File: config.mk
export PLATFORM = sky130hd
export DESIGN_NAME = annot_top
export DESIGN_NICKNAME = d
export VERILOG_FILES = /design/src/rtl/annot_pkg.sv /design/src/rtl/annot_ctr.sv /design/src/rtl/annot_walker.sv /design/src/rtl/annot_top.sv
export SDC_FILE = /design/constraint.sdc
export NUM_CORES = 1
export LEC_CHECK = 0
export CAP_MARGIN = 10
export CORE_AREA = 2 2 105 107
export CTS_CLUSTER_DIAMETER = 50
export CTS_CLUSTER_SIZE = 25
export DETAILED_ROUTE_END_ITERATION = 12
export DIE_AREA = 0 0 107 109
export PLACE_DENSITY = 0.78
export SLEW_MARGIN = 10
export SYNTH_ARGS = -nofsm -noshare
export SYNTH_HDL_FRONTEND = slang
export SYNTH_HIERARCHICAL = 1
export SYNTH_SLANG_ARGS = --single-unit
File: constraint.sdc
create_clock -name clk -period 5.95 [get_ports clk]
set_input_delay 0.595 -clock clk [delete_from_list [all_inputs] [get_ports clk]]
set_output_delay 0.595 -clock clk [all_outputs]
set_load 0.05 [all_outputs]
File: src/rtl/annot_pkg.sv
package annot_pkg;

    localparam int BYTE_W        = 8;
    localparam int LEN_W         = 2 * BYTE_W;
    localparam int IP_HDR_BYTES  = 20;
    localparam int PORT_BYTES    = 4;
    localparam int UDP_HDR_BYTES = 8;
    localparam int LEN_HI_IDX    = IP_HDR_BYTES + PORT_BYTES;
    localparam int PAYLOAD_IDX   = IP_HDR_BYTES + UDP_HDR_BYTES;

    localparam logic [BYTE_W-1:0] CH_C    = 8'h63;
    localparam logic [BYTE_W-1:0] CH_O    = 8'h6F;
    localparam logic [BYTE_W-1:0] CH_R    = 8'h72;
    localparam logic [BYTE_W-1:0] CH_N    = 8'h6E;
    localparam logic [BYTE_W-1:0] CH_BANG = 8'h21;

    typedef enum logic [3:0] {
        WK_IPHDR,
        WK_PORTS,
        WK_LEN_HI,
        WK_LEN_LO,
        WK_CSUM,
        WK_SCAN,
        WK_GOT_C,
        WK_GOT_O,
        WK_GOT_R,
        WK_GOT_N
    } walk_state_t;

    typedef struct packed {
        logic              sop;
        logic              eop;
        logic [BYTE_W-1:0] data;
    } beat_t;

    // Next scanning state for one payload byte; a stray 'c' opens a new candidate.
    function automatic walk_state_t scan_step(walk_state_t st, logic [BYTE_W-1:0] b);
        walk_state_t nx;
        nx = (b == CH_C) ? WK_GOT_C : WK_SCAN;
        case (st)
            WK_GOT_C: if (b == CH_O) nx = WK_GOT_O;
            WK_GOT_O: if (b == CH_R) nx = WK_GOT_R;
            WK_GOT_R: if (b == CH_N) nx = WK_GOT_N;
            default:  ;
        endcase
        return nx;
    endfunction

endpackage

File: src/rtl/annot_ctr.sv
module annot_ctr #(
    parameter int W   = 8,
    parameter bit SAT = 1'b0
) (
    input  logic         clk,
    input  logic         rst,
    input  logic         clr,
    input  logic         ld,
    input  logic         inc,
    input  logic [W-1:0] ld_val,
    input  logic [W-1:0] inc_val,
    output logic [W-1:0] q
);

    logic [W-1:0] step_val;

    generate
        if (SAT) begin : g_sat
            logic [W:0] sum;
            assign sum      = {1'b0, q} + {1'b0, inc_val};
            assign step_val = sum[W] ? {W{1'b1}} : sum[W-1:0];
        end else begin : g_wrap
            assign step_val = q + inc_val;
        end
    endgenerate

    // clear beats load, load beats increment, otherwise hold
    always_ff @(posedge clk) begin
        if (rst || clr) begin
            q <= '0;
        end else if (ld) begin
            q <= ld_val;
        end else if (inc) begin
            q <= step_val;
        end
    end

endmodule

File: src/rtl/annot_walker.sv
module annot_walker
    import annot_pkg::*;
#(
    parameter int POS_W = LEN_W + 1
) (
    input  logic              clk,
    input  logic              rst,
    input  logic              beat_vld,
    input  logic              beat_sop,
    input  logic [BYTE_W-1:0] beat_data,
    input  logic [POS_W-1:0]  beat_idx,
    output logic              alert,
    output logic              len_vld,
    output logic [LEN_W-1:0]  len_val
);

    localparam logic [POS_W-1:0] IP_LAST   = POS_W'(IP_HDR_BYTES - 1);
    localparam logic [POS_W-1:0] PORT_LAST = POS_W'(LEN_HI_IDX - 1);
    localparam logic [POS_W-1:0] HDR_LAST  = POS_W'(PAYLOAD_IDX - 1);

    walk_state_t       st_q;
    walk_state_t       st_cur;
    walk_state_t       st_nx;
    logic [BYTE_W-1:0] len_hi_q;

    always_comb begin
        st_cur  = beat_sop ? WK_IPHDR : st_q;
        st_nx   = st_cur;
        alert   = 1'b0;
        len_vld = 1'b0;
        case (st_cur)
            WK_IPHDR:  if (beat_idx == IP_LAST)   st_nx = WK_PORTS;
            WK_PORTS:  if (beat_idx == PORT_LAST) st_nx = WK_LEN_HI;
            WK_LEN_HI: st_nx = WK_LEN_LO;
            WK_LEN_LO: begin
                len_vld = beat_vld;
                st_nx   = WK_CSUM;
            end
            WK_CSUM:   if (beat_idx == HDR_LAST)  st_nx = WK_SCAN;
            default: begin
                st_nx = scan_step(st_cur, beat_data);
                alert = beat_vld && (st_cur == WK_GOT_N) && (beat_data == CH_BANG);
            end
        endcase
    end

    assign len_val = {len_hi_q, beat_data};

    always_ff @(posedge clk) begin
        if (rst) begin
            st_q     <= WK_IPHDR;
            len_hi_q <= '0;
        end else if (beat_vld) begin
            st_q <= st_nx;
            if (st_cur == WK_LEN_HI) begin
                len_hi_q <= beat_data;
            end
        end
    end

endmodule

File: src/rtl/annot_top.sv
module annot_top
    import annot_pkg::*;
#(
    parameter int CNT_W = 8
) (
    input  logic              clk,
    input  logic              rst,
    input  logic              in_valid,
    input  logic              in_sop,
    input  logic              in_eop,
    input  logic [BYTE_W-1:0] in_data,
    output logic              out_valid,
    output logic              out_sop,
    output logic              out_eop,
    output logic [BYTE_W-1:0] out_data
);

    localparam int POS_W = LEN_W + 1;
    localparam logic [POS_W-1:0] LAST_OFS = POS_W'(IP_HDR_BYTES - 1);

    logic              sop_beat;
    logic [POS_W-1:0]  pos_q;
    logic [POS_W-1:0]  byte_idx;
    logic [POS_W-1:0]  last_idx;
    logic              alert;
    logic              len_vld;
    logic [LEN_W-1:0]  len_val;
    logic [LEN_W-1:0]  len_q;
    logic [CNT_W-1:0]  match_cnt;
    logic [CNT_W-1:0]  cnt_now;
    logic              hit;
    beat_t             out_q;
    logic              out_vld_q;

    assign sop_beat = in_valid && in_sop;
    assign byte_idx = in_sop ? '0 : pos_q;

    annot_walker #(.POS_W(POS_W)) u_walk (
        .clk       (clk),
        .rst       (rst),
        .beat_vld  (in_valid),
        .beat_sop  (in_sop),
        .beat_data (in_data),
        .beat_idx  (byte_idx),
        .alert     (alert),
        .len_vld   (len_vld),
        .len_val   (len_val)
    );

    // bytes seen so far in the current packet
    annot_ctr #(.W(POS_W), .SAT(1'b0)) u_pos (
        .clk     (clk),
        .rst     (rst),
        .clr     (1'b0),
        .ld      (sop_beat),
        .inc     (in_valid),
        .ld_val  (POS_W'(1)),
        .inc_val (POS_W'(1)),
        .q       (pos_q)
    );

    annot_ctr #(.W(CNT_W), .SAT(1'b1)) u_cnt (
        .clk     (clk),
        .rst     (rst),
        .clr     (sop_beat),
        .ld      (1'b0),
        .inc     (alert),
        .ld_val  ('0),
        .inc_val (CNT_W'(1)),
        .q       (match_cnt)
    );

    annot_ctr #(.W(LEN_W), .SAT(1'b0)) u_len (
        .clk     (clk),
        .rst     (rst),
        .clr     (sop_beat),
        .ld      (len_vld),
        .inc     (1'b0),
        .ld_val  (len_val),
        .inc_val ('0),
        .q       (len_q)
    );

    assign last_idx = POS_W'(len_q) + LAST_OFS;
    assign hit      = in_valid && (len_q != '0) && (byte_idx == last_idx);
    assign cnt_now  = (alert && (match_cnt != {CNT_W{1'b1}})) ? match_cnt + CNT_W'(1) : match_cnt;

    always_ff @(posedge clk) begin
        if (rst) begin
            out_vld_q <= 1'b0;
            out_q     <= '0;
        end else begin
            out_vld_q  <= in_valid;
            out_q.sop  <= sop_beat;
            out_q.eop  <= in_valid && in_eop;
            if (in_valid) begin
                out_q.data <= hit ? BYTE_W'(cnt_now) : in_data;
            end
        end
    end

    assign out_valid = out_vld_q;
    assign out_sop   = out_q.sop;
    assign out_eop   = out_q.eop;
    assign out_data  = out_q.data;

endmodule

; Word level (Yosys, flattened, before mapping)
; Index checks and enable logic that the tools add are counted.
[totals]
register_bits = 64
latchBits = 0
ramBits = 0
rom_bits = 0
word_cells = 64
memories = 0
[op_classes]
addsub = 4
n_mul = 0
div = 0
magnitude_cmp = 0
eq_ne = 18
shifts = 0
mux = 18
n_bitwise = 0
reduce_logical = 14
[ops]
columns = cell, count
row1 = "17-bit by 5-bit equality test with 1-bit output, second input constant", 3
row2 = "8-bit by 7-bit equality test with 1-bit output, second input constant", 4
row3 = 4-bit 2-to-1 mux, 7
row4 = 8-bit 2-to-1 mux, 3
row5 = 4-bit case mux with 5 select lines, 1
row6 = "16-bit by 5-bit adder with 17-bit output, second input constant", 1
row7 = "17-bit by 1-bit adder with 17-bit output, second input constant", 1
row8 = 17-bit equality test, 1
row9 = 17-bit 2-to-1 mux, 1
row10 = 16-bit nonzero test, 1
row11 = "4-bit by 3-bit equality test with 1-bit output, second input constant", 3
row12 = 4-bit case mux with 3 select lines, 1
row13 = "8-bit by 1-bit adder with 9-bit output, second input constant", 1
row14 = "8-bit by 1-bit adder with 8-bit output, second input constant", 1
row15 = "4-bit by 2-bit equality test with 1-bit output, second input constant", 2
row16 = "4-bit equality test, second input constant", 2
row17 = "8-bit by 6-bit equality test with 1-bit output, second input constant", 1
row18 = "8-bit inequality test, second input constant", 1
row19 = 1-bit logical AND, 7
row20 = 5-bit OR reduction, 1
row21 = "4-bit by 1-bit equality test with 1-bit output, second input constant", 1
row22 = 4-bit zero test, 1
row23 = 1-bit 2-to-1 mux, 4
row24 = 2-bit 2-to-1 mux, 1
row25 = other kinds (4), 4

; Logic depth before layout (Yosys ltp)
[logic_depth]
ltp_word = 8
mapped_depth = 11
ltp_nobuf = 10

; By module
; Netlist, hierarchy kept.
[modules_own_cells]
columns = module, instances, cells_per_inst, area_each_um2
row1 = annot_top, 1, 209, 1594.0
row2 = annot_ctr at u_pos, 1, 205, 1565.3
row3 = annot_ctr at u_len, 1, 189, 1522.7
row4 = annot_walker, 1, 110, 880.8
row5 = annot_ctr at u_cnt, 1, 75, 665.6

; Least setup slack after synthesis
; No wires, ideal clock.
[synth_timing]
kind = in2reg
from = input port in_data[2]
to = register out_q (netlist bit out_data[5])
setup_time_ps = 122
arrival_ps = 2365
required_time_ps = 5828
setup_slack_ps = 3463
cell_stages = 9
cell_sequence = nor4b_1 > nand4_1 > nor2_1 > nand4_1 > o21ba_2 > nand3_1 > xor2_1 > nor2_1 > a221o_1
[synth_via]
elab_chain_cells = 6
[synth_lines]
columns = item, line_no
row1 = from (decl), annot_top.sv:11  ; input logic [BYTE_W-1:0] in_data,
row2 = 8-bit by 6-bit equality test with 1-bit output, annot_walker.sv:42  ; alert = beat_vld && (st_cur == WK_GOT_N) && (beat_data == CH_BANG);
row3 = 1-bit logical AND, annot_walker.sv:42
row4 = 1-bit 2-to-1 mux, annot_walker.sv:31  ; case (st_cur)
row5 = named net alert, annot_top.sv:25  ; logic alert;
row6 = 1-bit logical AND, annot_top.sv:86  ; assign cnt_now = (alert && (match_cnt != {CNT_W{1'b1}})) ? match_cnt + CNT_W'(1) : match_cnt;
row7 = 8-bit 2-to-1 mux, annot_top.sv:86
row8 = 8-bit 2-to-1 mux, annot_top.sv:97  ; out_q.data <= hit ? BYTE_W'(cnt_now) : in_data;
row9 = to (decl), annot_top.sv:32  ; beat_t out_q;
; The timed path passes the listed nets, and every way through them passes these cells.
; A chain may end at the register's enable or synchronous reset.

; Worst setup path after layout
[layout_timing]
from = input port in_valid
to = register u_pos.q[9]
[layout_via]
elab_chain_cells = 2
[layout_lines]
columns = item, line_no
row1 = from (decl), annot_top.sv:8  ; input logic in_valid,
row2 = 1-bit logical AND, annot_top.sv:35  ; assign sop_beat = in_valid && in_sop;
row3 = named net sop_beat, annot_top.sv:21  ; logic sop_beat;
row4 = 2-bit OR reduction (no line), n/a
row5 = to (signal assigned), annot_ctr.sv:32  ; q <= ld_val;
row6 = to (signal assigned), annot_ctr.sv:34  ; q <= step_val;
row7 = to (decl), annot_ctr.sv:12  ; output logic [W-1:0] q
; The timed path passes the listed nets, and every way through them passes these cells.

==> qor.yml <==
layout:
  finalNetCount: 918
  area_growth_pct: 12.3
  antenna_cells: 0
  final_cell_area_mm2: 0.00699
  final_util_pct: 66.0
  drive_gt1_share_pct: 6.24
detailed_routing:
  avgViaCountPerCell: 6.14
  drc: 0
  vias: 6168
  postRouteAntennaNets: 0
  wl_met2_mm: 8.19
  top_layer: "met4"
  met3_length_um: 821
  drtIter0Drc: 507
  routedWlPerCell_um: 16.9
  drt-met1-wl_mm: 7.48
  wl_mm: 17.0
  dr.pass1.iters: 7
worst_setup_path:
  setup.worst_path.end_class: "flop"
  crit_required_ns: 6.25
  crit_arrival_ns: 3.51
  rr_startpoint: "u_walk/st_q[0]$_SDFFE_PP0P_"
  r2r_end: "out_data[5]$_SDFFE_PP0P_"
  startpoint_type: "input pin"
  path_class: "input pin to flop"
  crit_fanout: 31
  r2r_slack_ns: 3.06
  r2r_cells: 10
power_and_ir_drop:
  intPower_uw: 964
  powerDensity_mw_per_mm2: 209
  ir_drop_v: 0.000135
  power_mw: 1.47
  power.switching_uw: 501
  sw_frac_of_total_pct: 34.2
  p_comb_share_pct: 31.0
  seqPwrFrac_pct: 34.5
  power.leakage_nw: 2.80
  p_clk_share_pct: 34.5
cts:
  cts_tree: "done"
  cts_setup_buffers: 0
  cts_buffers: 9
  post_cts_resized: 0
  h-tree-depth: 3
  cts_root_buf: "clkbuf_8"
  path_clk_slew_ns: 0.08
  clockBufferDepth: 2
  cts.sinks: 64
  clkLatencyLatePin_ns: 0.36
  hold_buffers: 0
synth:
  synth_flop_cell: "dfxtp_1"
  ys_types: 94
  synthCells: 788
  avgSynthCellArea_um2: 7.90
  synth.most_common_cell: "nor2_1"
  synth-seq-cells: 64
  ys_seq_area_share_pct: 20.6
  synthTopCellsByCount: "77 x nor2_1, 65 x a21oi_1, 64 x dfxtp_1"
  yosys_warnings: 6
  synth_top_area_share_pct: 20.6
  synth_area_leaders: "dfxtp_1 21%, ha_1 8.4%, a21oi_1 5.2%, nor2_1 4.6%, xnor2_1 3.7%"
  synth_enable_flop_cells: 0
  synth_area_mm2: 0.00623
  yosysTopAreaCell: "dfxtp_1"
  async_flop_share_pct: 0
placed_design:
  dp_hpwl_mm: 12.8
  io_buffers: 23
  detailed_place.area_mm2: 0.00673
  gp_congestion: 0.938
floorplanning:
  die_h_um: 109
  die_x_um: 107
  ios: 24
  core_area_mm2: 0.0106
  rows: 38
  start_util_pct: 58.7
  dieArea_mm2: 0.0117
global_route:
  grt_pass1_vias: 5754
  grt_pass1_wl_mm: 27.7
  grt_use_total_pct: 29.6
  grt_max_degree: 35
  grt_overflow: 0
  grt_antenna_before_repair: 0
timing:
  max_slew_margin_pct: 42.3
  fin_crit_sh_pct: 53.9
  fin_hold_ws_ns: 0.498
  hold_viol: 0
  final-setup-viol-count: 0
  max_freq_mhz: 312
  rsz0062_at_grt: "no"
  setup_tns_ns: 0
  worst_slew_pin_slew_ns: 0.863
  drv_slew: 0
  clock_skew_ns: 0.0100
  final.min_clock_period_ns: 3.21
run:
  max-cap-violations: 0
min_path:
  hold_class: "flop to flop"
  hold_depth: 1
  hold_path_end: "out_data[3]$_SDFFE_PP0P_"
  hp-start: "out_data[3]$_SDFFE_PP0P_"
run_status:
  status: "finished clean"
stage by stage:
step	worst slack (ns)	cells
floorplan	3.46	868
global placement	2.55	989
detailed placement	2.44	989
CTS	2.82	1005
global route	2.59	1005
finish	2.74	1005
kinds of logic (layout without fill, tap and decap cells):
logic type      count (synthesis)  after routing  synth area share [%]
compound gates                252            252                  27.7
buf+inv                        66             63                  5.02
xor+xnor                       48             48                  7.21
flops                          64             64                  20.6
other cells                     2             82                 0.121
mux                            18             18                  2.89
fa+ha+maj                      45             45                  9.40
simple gates                  293            293                  27.0
routing by layer:
layer  vias up  track usage, %
met1      2890            36.8
met5         -               0
li1       3036               -
met4         0            12.5
met2       205            51.1
met3        37            4.66
registers in the layout (all words and copies together) (netlist names):
signal and cells:
u_walk/len_hi_q 8, out_eop 1, u_walk/st_q 4, u_cnt/q 8, u_len/q 16, u_pos/q 17, out_valid 1, out_data 8
out_sop 1
power by group through the flow:
stage	registers, mW	clock network (mW)	logic [mW]
global placement	0.512	0	0.422
CTS	0.504	0.513	0.434
finish	0.505	0.506	0.454
global route	0.510	0.535	0.498
floorplan	0.504	0	0.349
detailed placement	0.513	0	0.432
placed cells by master, fill, tap and decap left out, types with 11 or more instances in the layout:
cell type        instances
conb_1                  82
nor2_1                  77
a21oi_1                 65
dfxtp_1                 64
nand2_1                 52
ha_1                    42
o21ai_0                 33
xnor2_1                 26
a31oi_1                 23
clkdlybuf4s50_1         23
nor2b_1                 21
xor2_1                  20
inv_1                   19
nor3b_1                 19
mux2i_1                 18
nand3_1                 17
a211oi_1                15
nor3_1                  13
o22ai_1                 12
o211ai_1                11
worst max-delay path by stage:
stage / slack, ns / start / cells past startpoint / end
floorplan: 3.46 / in_data[2] / 9 / out_data[5]$_SDFFE_PP0P_
global placement: 2.55 / in_valid / 9 / u_pos/q[9]$_SDFFE_PP0P_
detailed placement: 2.44 / in_valid / 9 / u_pos/q[9]$_SDFFE_PP0P_
CTS: 2.82 / in_data[2] / 10 / out_data[5]$_SDFFE_PP0P_
global route: 2.59 / in_data[2] / 10 / out_data[5]$_SDFFE_PP0P_
finish: 2.74 / in_valid / 9 / u_pos/q[9]$_SDFFE_PP0P_
worst max-delay path: stages:
cell and delay, ns:
clkdlybuf4s50_1 0.60, buf_4 0.34, inv_1 0.26, nor2_1 0.11, buf_4 0.23, inv_1 0.26, nand3_1 0.39, or4_1 0.61
nand3_1 0.09
final cells by class:
type / instances / area (um^2)
Clock buffer: 9 / 124
Clock inverter: 7 / 144
Fill cell: 921 / 3610
Sequential cell: 64 / 1280
Tap cell: 140 / 175
Timing Repair Buffer: 27 / 260
Inverter: 20 / 75.1
Multi-Input combinational cell: 738 / 4930
Note: power is estimated with default switching activity, not from simulation.
